`src/rtl/cs_bus_pkg.sv`:
```
package cs_bus_pkg;
  typedef enum logic [1:0] {ST_IDLE, ST_ACT, ST_TURN} bus_state_e;

  // configuration word field positions
  localparam int unsigned F_WS_LSB   = 0;
  localparam int unsigned F_W16      = 4;
  localparam int unsigned F_EN       = 5;
  localparam int unsigned F_BASE_LSB = 8;
  localparam int unsigned F_SWAP     = 0;
endpackage

```
`src/rtl/cs_cfg_regs.sv`:
```
module cs_cfg_regs
  import cs_bus_pkg::*;
#(
  parameter int unsigned N_CS   = 6,
  parameter int unsigned WS_W   = 4,
  parameter int unsigned BASE_W = 4,
  parameter int unsigned SEL_W  = 3,
  parameter int unsigned CFG_W  = 16
) (
  input  logic                        clk_i,
  input  logic                        rst_ni,
  input  logic                        boot_size_i,
  input  logic                        cfg_we_i,
  input  logic [SEL_W-1:0]            cfg_sel_i,
  input  logic [CFG_W-1:0]            cfg_wdata_i,
  output logic [N_CS-1:0]             en_o,
  output logic [N_CS-1:0]             w16_o,
  output logic [N_CS-1:0][WS_W-1:0]   ws_o,
  output logic [N_CS-1:0][BASE_W-1:0] base_o,
  output logic                        swap_o
);
  logic strap_done_q, boot16_q, swap_q;
  logic unused_cfg;
  assign unused_cfg = ^cfg_wdata_i;

  // strap latched once, on the first edge after reset release
  always_ff @(posedge clk_i or negedge rst_ni) begin
    if (!rst_ni) begin
      strap_done_q <= 1'b0;
      boot16_q     <= 1'b0;
    end else if (!strap_done_q) begin
      strap_done_q <= 1'b1;
      boot16_q     <= boot_size_i;
    end
  end

  always_ff @(posedge clk_i or negedge rst_ni) begin
    if (!rst_ni) swap_q <= 1'b0;
    else if (cfg_we_i && cfg_sel_i == SEL_W'(N_CS)) swap_q <= cfg_wdata_i[F_SWAP];
  end
  assign swap_o = swap_q;

  for (genvar i = 0; i < N_CS; i++) begin : g_slot
    logic              en_q, w16_q, wr;
    logic [WS_W-1:0]   ws_q;
    logic [BASE_W-1:0] base_q;

    assign wr = cfg_we_i && (cfg_sel_i == SEL_W'(i));

    always_ff @(posedge clk_i or negedge rst_ni) begin
      if (!rst_ni) begin
        en_q   <= 1'(i == 0);
        ws_q   <= {WS_W{1'(i == 0)}};
        base_q <= '0;
        w16_q  <= 1'b0;
      end else if (wr) begin
        en_q   <= cfg_wdata_i[F_EN];
        w16_q  <= cfg_wdata_i[F_W16];
        ws_q   <= cfg_wdata_i[F_WS_LSB +: WS_W];
        base_q <= cfg_wdata_i[F_BASE_LSB +: BASE_W];
      end
    end

    if (i == 0) begin : g_boot
      logic set_q;
      always_ff @(posedge clk_i or negedge rst_ni) begin
        if (!rst_ni) set_q <= 1'b0;
        else if (wr) set_q <= 1'b1;
      end
      assign w16_o[i] = set_q ? w16_q : boot16_q;
    end else begin : g_plain
      assign w16_o[i] = w16_q;
    end

    assign en_o[i]   = en_q;
    assign ws_o[i]   = ws_q;
    assign base_o[i] = base_q;
  end
endmodule

```
`src/rtl/cs_addr_decode.sv`:
```
module cs_addr_decode #(
  parameter int unsigned N_CS   = 6,
  parameter int unsigned BASE_W = 4,
  parameter int unsigned IDX_W  = $clog2(N_CS)
) (
  input  logic [BASE_W-1:0]           region_i,
  input  logic [N_CS-1:0]             en_i,
  input  logic [N_CS-1:0][BASE_W-1:0] base_i,
  input  logic                        swap_i,
  output logic                        hit_o,
  output logic [IDX_W-1:0]            slot_o,
  output logic [N_CS-1:0]             pin_oh_o
);
  logic [N_CS-1:0]  match;
  logic [IDX_W-1:0] pin_idx;

  for (genvar i = 0; i < N_CS; i++) begin : g_match
    assign match[i] = en_i[i] && (region_i == base_i[i]);
  end

  // lowest slot wins
  always_comb begin
    hit_o  = 1'b0;
    slot_o = '0;
    for (int i = N_CS - 1; i >= 0; i--) begin
      if (match[i]) begin
        hit_o  = 1'b1;
        slot_o = IDX_W'(i);
      end
    end
  end

  always_comb begin
    pin_idx = slot_o;
    if (swap_i && slot_o <= IDX_W'(1)) pin_idx = slot_o ^ IDX_W'(1);
    pin_oh_o = hit_o ? (N_CS'(1) << pin_idx) : '0;
  end
endmodule

```
`src/rtl/cs_bus_seq.sv`:
```
module cs_bus_seq
  import cs_bus_pkg::*;
#(
  parameter int unsigned ADDR_W = 24,
  parameter int unsigned BYTE_W = 8,
  parameter int unsigned N_CS   = 6,
  parameter int unsigned WS_W   = 4,
  localparam int unsigned DATA_W = 2 * BYTE_W
) (
  input  logic              clk_i,
  input  logic              rst_ni,
  input  logic              req_i,
  input  logic              we_i,
  input  logic [ADDR_W-1:0] addr_i,
  input  logic [1:0]        be_i,
  input  logic [DATA_W-1:0] wdata_i,
  input  logic              wait_i,
  input  logic [DATA_W-1:0] ext_data_i,
  input  logic              hit_i,
  input  logic [N_CS-1:0]   pin_oh_i,
  input  logic              w16_i,
  input  logic [WS_W-1:0]   ws_i,
  output logic              ready_o,
  output logic [DATA_W-1:0] rdata_o,
  output logic [ADDR_W-1:0] ext_addr_o,
  output logic [DATA_W-1:0] ext_data_o,
  output logic [N_CS-1:0]   cs_n_o,
  output logic              we_n_o,
  output logic              oe_n_o,
  output logic              ble_n_o,
  output logic              bhe_n_o
);
  bus_state_e        state_q;
  logic [ADDR_W-1:0] addr_q;
  logic [DATA_W-1:0] wdata_q, rdata_q;
  logic [1:0]        be_q;
  logic [N_CS-1:0]   pin_q;
  logic [WS_W-1:0]   ws_q, cnt_q;
  logic              we_q, hit_q, narrow_q, two_q, odd_q, ready_q, act;
  logic              unused_a0;
  assign unused_a0 = addr_q[0];

  always_ff @(posedge clk_i or negedge rst_ni) begin
    if (!rst_ni) begin
      state_q  <= ST_IDLE;
      addr_q   <= '0;
      wdata_q  <= '0;
      rdata_q  <= '0;
      be_q     <= '0;
      pin_q    <= '0;
      ws_q     <= '0;
      cnt_q    <= '0;
      we_q     <= 1'b0;
      hit_q    <= 1'b0;
      narrow_q <= 1'b0;
      two_q    <= 1'b0;
      odd_q    <= 1'b0;
      ready_q  <= 1'b0;
    end else begin
      ready_q <= 1'b0;
      unique case (state_q)
        ST_IDLE: if (req_i && !ready_q) begin
          addr_q   <= addr_i;
          we_q     <= we_i;
          be_q     <= be_i;
          wdata_q  <= wdata_i;
          hit_q    <= hit_i;
          pin_q    <= pin_oh_i;
          narrow_q <= hit_i && !w16_i;
          two_q    <= hit_i && !w16_i && (be_i == 2'b11);
          odd_q    <= hit_i && !w16_i && (be_i == 2'b10);
          ws_q     <= hit_i ? ws_i : '0;
          cnt_q    <= hit_i ? ws_i : '0;
          rdata_q  <= hit_i ? '0 : '1;
          state_q  <= ST_ACT;
        end
        ST_ACT: begin
          if (cnt_q != '0) begin
            cnt_q <= cnt_q - 1'b1;
          end else if (!wait_i) begin
            if (hit_q) begin
              if (narrow_q) begin
                if (odd_q) rdata_q[DATA_W-1 -: BYTE_W] <= ext_data_i[BYTE_W-1:0];
                else       rdata_q[BYTE_W-1:0]         <= ext_data_i[BYTE_W-1:0];
              end else begin
                rdata_q <= {be_q[1] ? ext_data_i[DATA_W-1 -: BYTE_W] : {BYTE_W{1'b0}},
                            be_q[0] ? ext_data_i[BYTE_W-1:0]         : {BYTE_W{1'b0}}};
              end
            end
            if (two_q && !odd_q) begin
              odd_q   <= 1'b1;
              cnt_q   <= ws_q;
              state_q <= ST_TURN;
            end else begin
              ready_q <= 1'b1;
              state_q <= ST_IDLE;
            end
          end
        end
        ST_TURN: state_q <= ST_ACT;
        default: state_q <= ST_IDLE;
      endcase
    end
  end

  assign act        = (state_q == ST_ACT);
  assign ready_o    = ready_q;
  assign rdata_o    = rdata_q;
  assign cs_n_o     = ~((act && hit_q) ? pin_q : '0);
  assign we_n_o     = !(act && we_q);
  assign oe_n_o     = !(act && !we_q);
  assign ble_n_o    = !(act && (narrow_q || be_q[0]));
  assign bhe_n_o    = !(act && !narrow_q && be_q[1]);
  assign ext_addr_o = {addr_q[ADDR_W-1:1], narrow_q && odd_q};
  assign ext_data_o = narrow_q
                    ? {wdata_q[DATA_W-1 -: BYTE_W], odd_q ? wdata_q[DATA_W-1 -: BYTE_W] : wdata_q[BYTE_W-1:0]}
                    : wdata_q;

  AST_WS_HOLD: assert property (@(posedge clk_i) disable iff (!rst_ni)
    (act && cnt_q != '0) |=> (state_q == ST_ACT));
  AST_WAIT_HOLD: assert property (@(posedge clk_i) disable iff (!rst_ni)
    (act && wait_i) |=> (state_q == ST_ACT));
  AST_READY_PULSE: assert property (@(posedge clk_i) disable iff (!rst_ni)
    ready_o |=> !ready_o);
  AST_SECOND_BYTE: assert property (@(posedge clk_i) disable iff (!rst_ni)
    (state_q == ST_TURN) |=> (act && ext_addr_o[0] && bhe_n_o));
endmodule

```
`src/rtl/cs_bus_ctrl.sv`:
```
module cs_bus_ctrl #(
  parameter int unsigned ADDR_W    = 24,
  parameter int unsigned BYTE_W    = 8,
  parameter int unsigned N_CS      = 6,
  parameter int unsigned WS_W      = 4,
  parameter int unsigned REGION_W  = 20,
  parameter int unsigned CFG_SEL_W = 3,
  parameter int unsigned CFG_W     = 16,
  localparam int unsigned DATA_W   = 2 * BYTE_W,
  localparam int unsigned BASE_W   = ADDR_W - REGION_W,
  localparam int unsigned IDX_W    = $clog2(N_CS)
) (
  input  logic                 clk_i,
  input  logic                 rst_ni,
  input  logic                 req_i,
  input  logic                 we_i,
  input  logic [ADDR_W-1:0]    addr_i,
  input  logic [1:0]           be_i,
  input  logic [DATA_W-1:0]    wdata_i,
  output logic                 ready_o,
  output logic [DATA_W-1:0]    rdata_o,
  input  logic                 cfg_we_i,
  input  logic [CFG_SEL_W-1:0] cfg_sel_i,
  input  logic [CFG_W-1:0]     cfg_wdata_i,
  output logic [ADDR_W-1:0]    ext_addr_o,
  input  logic [DATA_W-1:0]    ext_data_i,
  output logic [DATA_W-1:0]    ext_data_o,
  output logic                 we_n_o,
  output logic                 oe_n_o,
  output logic                 ble_n_o,
  output logic                 bhe_n_o,
  output logic [N_CS-1:0]      cs_n_o,
  input  logic                 wait_size_i
);
  logic [N_CS-1:0]             en, w16, pin_oh;
  logic [N_CS-1:0][WS_W-1:0]   ws;
  logic [N_CS-1:0][BASE_W-1:0] base;
  logic                        swap, hit;
  logic [IDX_W-1:0]            slot;

  cs_cfg_regs #(
    .N_CS(N_CS), .WS_W(WS_W), .BASE_W(BASE_W), .SEL_W(CFG_SEL_W), .CFG_W(CFG_W)
  ) u_cfg (
    .clk_i, .rst_ni,
    .boot_size_i (wait_size_i),
    .cfg_we_i, .cfg_sel_i, .cfg_wdata_i,
    .en_o (en), .w16_o (w16), .ws_o (ws), .base_o (base), .swap_o (swap)
  );

  cs_addr_decode #(.N_CS(N_CS), .BASE_W(BASE_W), .IDX_W(IDX_W)) u_dec (
    .region_i (addr_i[ADDR_W-1 -: BASE_W]),
    .en_i     (en),
    .base_i   (base),
    .swap_i   (swap),
    .hit_o    (hit),
    .slot_o   (slot),
    .pin_oh_o (pin_oh)
  );

  cs_bus_seq #(.ADDR_W(ADDR_W), .BYTE_W(BYTE_W), .N_CS(N_CS), .WS_W(WS_W)) u_seq (
    .clk_i, .rst_ni, .req_i, .we_i, .addr_i, .be_i, .wdata_i,
    .wait_i     (wait_size_i),
    .ext_data_i,
    .hit_i      (hit),
    .pin_oh_i   (pin_oh),
    .w16_i      (w16[slot]),
    .ws_i       (ws[slot]),
    .ready_o, .rdata_o, .ext_addr_o, .ext_data_o,
    .cs_n_o, .we_n_o, .oe_n_o, .ble_n_o, .bhe_n_o
  );

  AST_CS_ONEHOT0: assert property (@(posedge clk_i) disable iff (!rst_ni)
    $onehot0(~cs_n_o));
  AST_WE_OE_EXCL: assert property (@(posedge clk_i) disable iff (!rst_ni)
    !(!we_n_o && !oe_n_o));
  AST_CS_WITH_STROBE: assert property (@(posedge clk_i) disable iff (!rst_ni)
    (cs_n_o != '1) |-> (!we_n_o || !oe_n_o));
endmodule

```
`config.mk`:
```
export PLATFORM = sky130hd
export DESIGN_NAME = cs_bus_ctrl
export DESIGN_NICKNAME = d
export VERILOG_FILES = /design/src/rtl/cs_bus_pkg.sv /design/src/rtl/cs_cfg_regs.sv /design/src/rtl/cs_addr_decode.sv /design/src/rtl/cs_bus_seq.sv /design/src/rtl/cs_bus_ctrl.sv
export SDC_FILE = /design/constraint.sdc
export NUM_CORES = 1
export LEC_CHECK = 0
export ABC_AREA = 0
export BUFFER_PORTS_ARGS = -buffer_cell sky130_fd_sc_hd__buf_2
export CORE_MARGIN = 2
export CORE_UTILIZATION = 55
export DETAILED_ROUTE_END_ITERATION = 8
export PLACE_DENSITY = 0.8
export SYNTH_ARGS = -nofsm -noshare
export SYNTH_HDL_FRONTEND = slang
export SYNTH_HIERARCHICAL = 1
export SYNTH_SLANG_ARGS = --single-unit
```
`constraint.sdc`:
```
create_clock -name clk_i -period 3.2 [get_ports clk_i]
set_clock_uncertainty 0.05 [all_clocks]
set_input_delay 0.16 -clock clk_i [delete_from_list [all_inputs] [get_ports clk_i]]
set_output_delay 0.16 -clock clk_i [all_outputs]
set_load 0.1 [all_outputs]
```
# Yosys cells after proc, flatten, opt, wreduce, memory -nomap -nowiden
# Index checks and enable logic that the tools add are counted.
[word_totals]
ff_bits = 144
latchBits = 0
mem_bits_rw = 0
romBits = 0
memories = 0
[op_classes]
addsub = 1
mul = 0
n_div = 0
magnitude_cmp = 2
eq_ne = 25
shift = 1
muxes = 53
bitwise_logic = 2
reduce_logical = 46
[ops]
columns = ["cell", "n"]
rows = [
  ["2-to-1 mux 16 bit", 6],
  ["2-to-1 mux 8 bit", 6],
  ["case mux 16 bit (2 select lines)", 1],
  ["logical AND 1 bit", 26],
  ["equality test 4 bit", 6],
  ["2-to-1 mux 4 bit", 6],
  ["2-to-1 mux 3 bit", 6],
  ["2-to-1 mux 1 bit", 17],
  ["binary-select mux 4 bit (select 3 bit)", 1],
  ["2-to-1 mux 6 bit", 2],
  ["!= test 3 bit (second input constant)", 4],
  ["AND reduction 6 bit", 2],
  ["equality test 3 bit (second input constant)", 3],
  ["logical NOT 1 bit", 9],
  ["2-to-1 mux 2 bit", 4],
  ["case mux 4 bit (2 select lines)", 1],
  ["equality test 2 bit (second input constant)", 3],
  ["equality test 3 x 2 -> 1 bit (second input constant)", 2],
  ["!= test 2 bit (second input constant)", 3],
  ["inverter 6 bit", 1],
  ["case mux 2 bit (3 select lines)", 1],
  ["left shift 1 x 3 -> 6 bit (first input constant)", 1],
  ["AND reduction 5 bit", 1],
  ["less-than comparator 3 x 4 -> 1 bit (second input constant)", 1],
  ["16 further kinds", 17],
]

# Logic depth before layout (Yosys ltp)
[depth]
ltp_word = 15
mapped_depth = 13
depth_no_buf = 11

# Modules after synthesis
# The synthesis kept the hierarchy.
[by_module_without_submodules]
columns = ["mod", "n_inst", "cells_per_inst", "area_per_inst_um2", "seq_area_each_um2"]
rows = [
  ["cs_bus_seq", 1, 404, 3722.3, 1976.9],
  ["cs_cfg_regs", 1, 153, 2661.3, 1607.8],
  ["cs_addr_decode", 1, 60, 454.2, 0.0],
  ["cs_bus_ctrl", 1, 29, 256.5, 0.0],
]

# Least setup slack after synthesis
# OpenSTA, ideal clock, no wires.
[synth_timing]
kind = "reg2reg"
start = "reg u_cfg.g_slot[1].base_q[0]"
end = "reg u_seq.cnt_q[0]"
setup_ns = 0.131
arrival_ns = 2.209
t_required_ns = 3.019
slack_ns = 0.809
stages_incl_launch_ff = 12
n_path_buf = 1
period_less_slack_ns = 2.391
path_cell_list = "dfrtp_1 > xor2_1 > nor3_2 > and3_2 > o21ai_1 > a31oi_1 > buf_4 > mux2i_1 > o32a_1 > o21ai_1 > and3_1 > or3_1"
[synth_between]
elab_chain_len = 9
word_cells_on_any_way = 11
cone_classes = "eq/ne: 1; mux: 9; reduce/logical: 1"
[synth_lines]
columns = ["element", "line_no", "source"]
rows = [
  ["start, declared", "cs_cfg_regs.sv:46", "logic [BASE_W-1:0] base_q;"],
  ["start signal, assigned", "cs_cfg_regs.sv:60", "base_q <= cfg_wdata_i[F_BASE_LSB +: BASE_W];"],
  ["equality test 4 bit", "cs_addr_decode.sv:18", "assign match[i] = en_i[i] && (region_i == base_i[i]);"],
  ["logical AND 1 bit", "cs_addr_decode.sv:18", ""],
  ["2-to-1 mux 3 bit (2 in a row)", "cs_addr_decode.sv:26", "if (match[i]) begin"],
  ["via slot[0]", "cs_bus_ctrl.sv:39", "logic [IDX_W-1:0] slot;"],
  ["binary-select mux 4 bit (select 3 bit)", "cs_bus_ctrl.sv:67", ".ws_i (ws[slot]),"],
  ["2-to-1 mux 4 bit (not written as such)", "cs_bus_ctrl.sv:67", ""],
  ["2-to-1 mux 4 bit", "cs_bus_seq.sv:73", "cnt_q <= hit_i ? ws_i : '0;"],
  ["2-to-1 mux 4 bit", "cs_bus_seq.sv:62", "ST_IDLE: if (req_i && !ready_q) begin"],
  ["case mux 4 bit (2 select lines)", "cs_bus_seq.sv:61", "unique case (state_q)"],
  ["end signal, assigned", "cs_bus_seq.sv:73", ""],
  ["end signal, assigned", "cs_bus_seq.sv:79", "cnt_q <= cnt_q - 1'b1;"],
  ["end signal, assigned", "cs_bus_seq.sv:92", "cnt_q <= ws_q;"],
  ["end, declared", "cs_bus_seq.sv:38", "logic [WS_W-1:0] ws_q, cnt_q;"],
]
# The timed path passes the listed nets, and every way through them passes these cells. The select of a mux whose other input is x is not followed.
# A chain may end at the register's enable or synchronous reset.

# Worst setup path in the final report
[layout_timing]
start = "in addr_i[22]"
end = "reg u_seq.cnt_q[3]"
[layout_between]
elab_chain_len = 13
word_cells_on_any_way = 29
cone_classes = "eq/ne: 6; mux: 17; reduce/logical: 6"
[layout_lines]
columns = ["element", "line_no", "source"]
rows = [
  ["start, declared", "cs_bus_ctrl.sv:17", "input logic [ADDR_W-1:0] addr_i,"],
  ["equality test 4 bit", "cs_addr_decode.sv:18", ""],
  ["logical AND 1 bit", "cs_addr_decode.sv:18", ""],
  ["2-to-1 mux 3 bit (5 in a row)", "cs_addr_decode.sv:26", ""],
  ["2-to-1 mux 3 bit *", "cs_addr_decode.sv:26", ""],
  ["via slot[2]", "cs_bus_ctrl.sv:39", ""],
  ["binary-select mux 4 bit (select 3 bit) *", "cs_bus_ctrl.sv:67", ""],
  ["2-to-1 mux 4 bit (not written as such) *", "cs_bus_ctrl.sv:67", ""],
  ["2-to-1 mux 4 bit *", "cs_bus_seq.sv:73", ""],
  ["2-to-1 mux 4 bit *", "cs_bus_seq.sv:62", ""],
  ["case mux 4 bit (2 select lines) *", "cs_bus_seq.sv:61", ""],
]
# Mark *: on every way through the listed nets, which the timed path passes. The rest lies on a longest branch. The select of a mux whose other input is x is not followed.

==> impl_results.md <==
* Most common cell after layout, fill and taps aside: nand2_1
* RSZ-0062 raised after global routing: no
* Post-Syn Instances at 646
* MaxCap Viol Count at 0
* # nets final at 897
* Hold endpoint: u_seq/addr_q[23]$_DFFE_PN0P_
* Slowest CP cell: a21oi_1
* Htree depth at 4
* Power after layout at 0.0101 W
* Dpl ws at 0.493 ns
* DRT Pass-1 Iters at 4
* Largest net degree at the start of global routing at 82
* Worst hold start: addr_i[23]
* Startpoint Class: primary input
* Grt ovf at 0
* Cell area after synthesis at 7090 µm²
* Worst R2R Setup Slack at 0.40 ns
* Number of synthesized register bits at 143
* Final setup viols at 0
* Tcrit/Tclk final at 91.5%
* Num ports at 150
* First-pass GRT wire length at 27100 µm
* Outcome: finished, final reports clean
* Post-place instance area at 7730 µm²
* Worst stage delay on the critical path at 0.56 ns
* Initial core utilization at 56.2%
* Hold Vio Cnt, Final at 0
* RePlAce Congestion at 0.851
* CP Data Arrival Time at 3.20 ns
* DP HPWL at 10900 µm
* Clock buffer depth at 2
* Fillers at 905
* Die extent in x at 118 µm
* Async set-or-reset flop fraction in the synthesized netlist at 100%
* Max Clock Freq at 0.342 GHz
* # diodes at 0
* Antenna viol nets, final at 0
* CP Class: in -> reg
* Residual DRC at 0
* PD cells at 1140 nW/µm²
* Worst-margin pin slew at 1.05 ns
* Area of the multi-input gates at 3090 µm²
* Critical path buffers and inverters at 2
* Relative slew slack at 29.9%
* Seq/Total Area, Yosys at 50.5%
* DR iter-0 viols at 295
* Core ar. at 12600 µm²
* CTS tree: done
* Worst-path maximum fanout at 7
* Latest clock arrival within the worst-skew pair at 0.43 ns
* R2R Path Start: u_cfg/g_slot[3].base_q[2]$_DFFE_PN0P_
* Most frequent cells in the layout: nand2_1, buf_2, dfrtp_1, dlygate4sd3_1, mux2_2
* Worst Setup End Kind: flop
* Peak supply drop at 0.525 mV
* FF+latch area at 3580 µm²
* Layout cells sized above 1 at 34.4%
* Port bufs at 142
* Worst Hold Class: in -> reg
* Req. time, crit path at 3.47 ns
* Slew Limit Fails at 0
* Avg Synthesized Cell Area at 11.0 µm²
* Number of global-route vias before repair at 5418
* Via count at 5292
* Worst-path clk slew at 0.06 ns
* Hold Crit Depth at 3
* Critical path's top delay family: compound AO/OA/AOI/OAI gates
* Overall Global Routing Usage at 24.6%
* CP Cell Sequence: dlygate4sd3_1, buf_2, xor2_1, nor3_1, nand3_1, nand4_1, a21oi_1, nand2b_1, o32a_1, o21ai_1, nand2_1, a221oi_1
* DRT Wirelength at 16500 µm
* Synth warn at 6
* Design Area, Final at 8880 µm²
* Initial antenna violation count at 0
* LEAKAGE at 4.37 nW
* Die Area at 13800 µm²
* Post-synth EDFFs at 0
* Via/cell ratio at 5.30
* Die Y at 118 µm
* Reg2reg end: u_seq/cnt_q[3]$_DFFE_PN0P_
* Clock tree sinks at 143
* Root buf cell: clkbuf_16
* Setup_tns at 0 ns
* Final WS setup at 0.272 ns
* Fin crit period at 2.93 ns
* Syn-to-layout area delta at 25.2%
* Avg WL per Cell at 16.5 µm
* Post-CTS Resized at 0
* Unique cell type count in the Yosys netlist at 64
* Num CTS Buffers at 17
* Cell Rows at 41
* Most used DFF post-synth: dfrtp_1
* Synthesized net count at 730
* Worst-case reg-to-reg path depth at 10
## sequential cells by signal (all words and copies together), names as in the netlist, 2 cells and up
signal / cells
u_seq/addr_q: 23
u_cfg/g_slot.w16_q: 6
u_seq/ws_q: 4
u_seq/wdata_q: 16
u_seq/rdata_o: 16
u_seq/state_q: 2
u_cfg/g_slot.en_q: 6
u_seq/cnt_q: 4
u_cfg/g_slot.ws_q: 24
u_seq/be_q: 2
u_seq/pin_q: 6
u_cfg/g_slot.base_q: 24
## worst max path at each step
| stage | start | end | slack, ns | cells past startpoint |
|---|---|---|---|---|
| 2_1_floorplan | u_cfg/g_slot[1].base_q[0]$_DFFE_PN0P_ | u_seq/cnt_q[0]$_DFFE_PN0P_ | 0.81 | 11 |
| 3_3_place_gp | addr_i[21] | u_seq/cnt_q[3]$_DFFE_PN0P_ | 0.59 | 10 |
| 3_5_place_dp | addr_i[21] | u_seq/cnt_q[3]$_DFFE_PN0P_ | 0.49 | 10 |
| 4_1_cts | addr_i[22] | u_seq/cnt_q[3]$_DFFE_PN0P_ | 0.33 | 12 |
| 5_1_grt | addr_i[22] | u_seq/cnt_q[2]$_DFFE_PN0P_ | 0.11 | 13 |
| 6_report | addr_i[22] | u_seq/cnt_q[3]$_DFFE_PN0P_ | 0.27 | 12 |
## worst reg2reg max path: cells and delay by family (launching register included)
kind / cells / cell delay, ns
compound gates: 4 / 1.22
flops: 1 / 0.38
xor+xnor: 1 / 0.18
simple gates: 5 / 0.85
## power breakdown
group | switching [W] | leakage, nW | internal (W)
logic | 0.00398 | 2.31 | 0.00123
registers | 0.000414 | 1.76 | 0.00243
clock network | 0.000727 | 0.306 | 0.00133
total | 0.00512 | 4.37 | 0.00499
## cells by family after synthesis
kind of cell | Yosys count | synth area share (%)
compound gates | 56 | 5.52
xor+xnor | 24 | 2.96
fa+ha+maj | 1 | 0.176
buf+inv | 67 | 6.00
flops | 143 | 50.5
mux | 104 | 17.7
other cells | 1 | 0.0529
simple gates | 250 | 17.1
## per-stage QoR
stage | util, % | hold WS, ns | std cells
after floorplan | - | -0.186 | 646
after global placement | 61.3 | 0.191 | 914
after detailed placement | 61.3 | 0.203 | 914
after CTS | 70.4 | 0.00428 | 998
after global routing | 70.4 | 0.0237 | 998
final | 70.4 | 0.0155 | 998
## routing by layer
| layer | global-route usage, % | routed length, µm |
|---|---|---|
| met1 | 31.7 | 7100 |
| met2 | 40.7 | 8170 |
| met3 | 5.23 | 840 |
| met4 | 9.94 | 367 |
| met5 | 0 | 0 |
## cell type report
cell class | instances | area share [%]
Sequential cell | 143 | 40.4
Tap cell | 172 | 2.42
Clock inverter | 9 | 1.45
Multi-Input combinational cell | 436 | 34.8
Timing Repair Buffer | 200 | 14.7
Clock buffer | 23 | 5.61
Inverter | 15 | 0.634
## synthesized netlist by cell type (2+ instances only)
cell type | count | area (µm²)
a21oi_1 | 20 | 100
a221oi_1 | 8 | 70.1
a31oi_1 | 2 | 12.5
and2_1 | 2 | 12.5
and3_1 | 4 | 25.0
and4bb_1 | 3 | 37.5
buf_1 | 2 | 7.51
buf_2 | 12 | 60.1
buf_4 | 22 | 165
buf_6 | 10 | 113
clkbuf_1 | 5 | 18.8
dfrtp_1 | 138 | 3450
dfstp_2 | 5 | 131
inv_1 | 15 | 56.3
mux2_2 | 50 | 563
mux2_4 | 30 | 450
mux2i_1 | 23 | 230
nand2_1 | 168 | 631
nand2b_1 | 7 | 43.8
nand3_1 | 9 | 45.0
nand3_2 | 2 | 20.0
nand3b_1 | 3 | 22.5
nand4b_1 | 4 | 35.0
nor2_1 | 12 | 45.0
nor2_2 | 2 | 12.5
nor2b_1 | 4 | 25.0
nor3_1 | 6 | 30.0
nor3_2 | 3 | 30.0
nor3b_1 | 2 | 15.0
nor4bb_1 | 2 | 20.0
o21ai_0 | 5 | 25.0
o21ai_1 | 6 | 30.0
o32a_1 | 5 | 50.1
or2_2 | 2 | 12.5
or2b_1 | 2 | 15.0
xnor2_1 | 6 | 52.6
xor2_1 | 18 | 158
## timing repair
item,4_1_cts,5_1_grt
hold buffers,52,0
buffers inserted,0,0
endpoints found under the hold margin,153,0
Note: power is estimated with default switching activity, not from simulation.
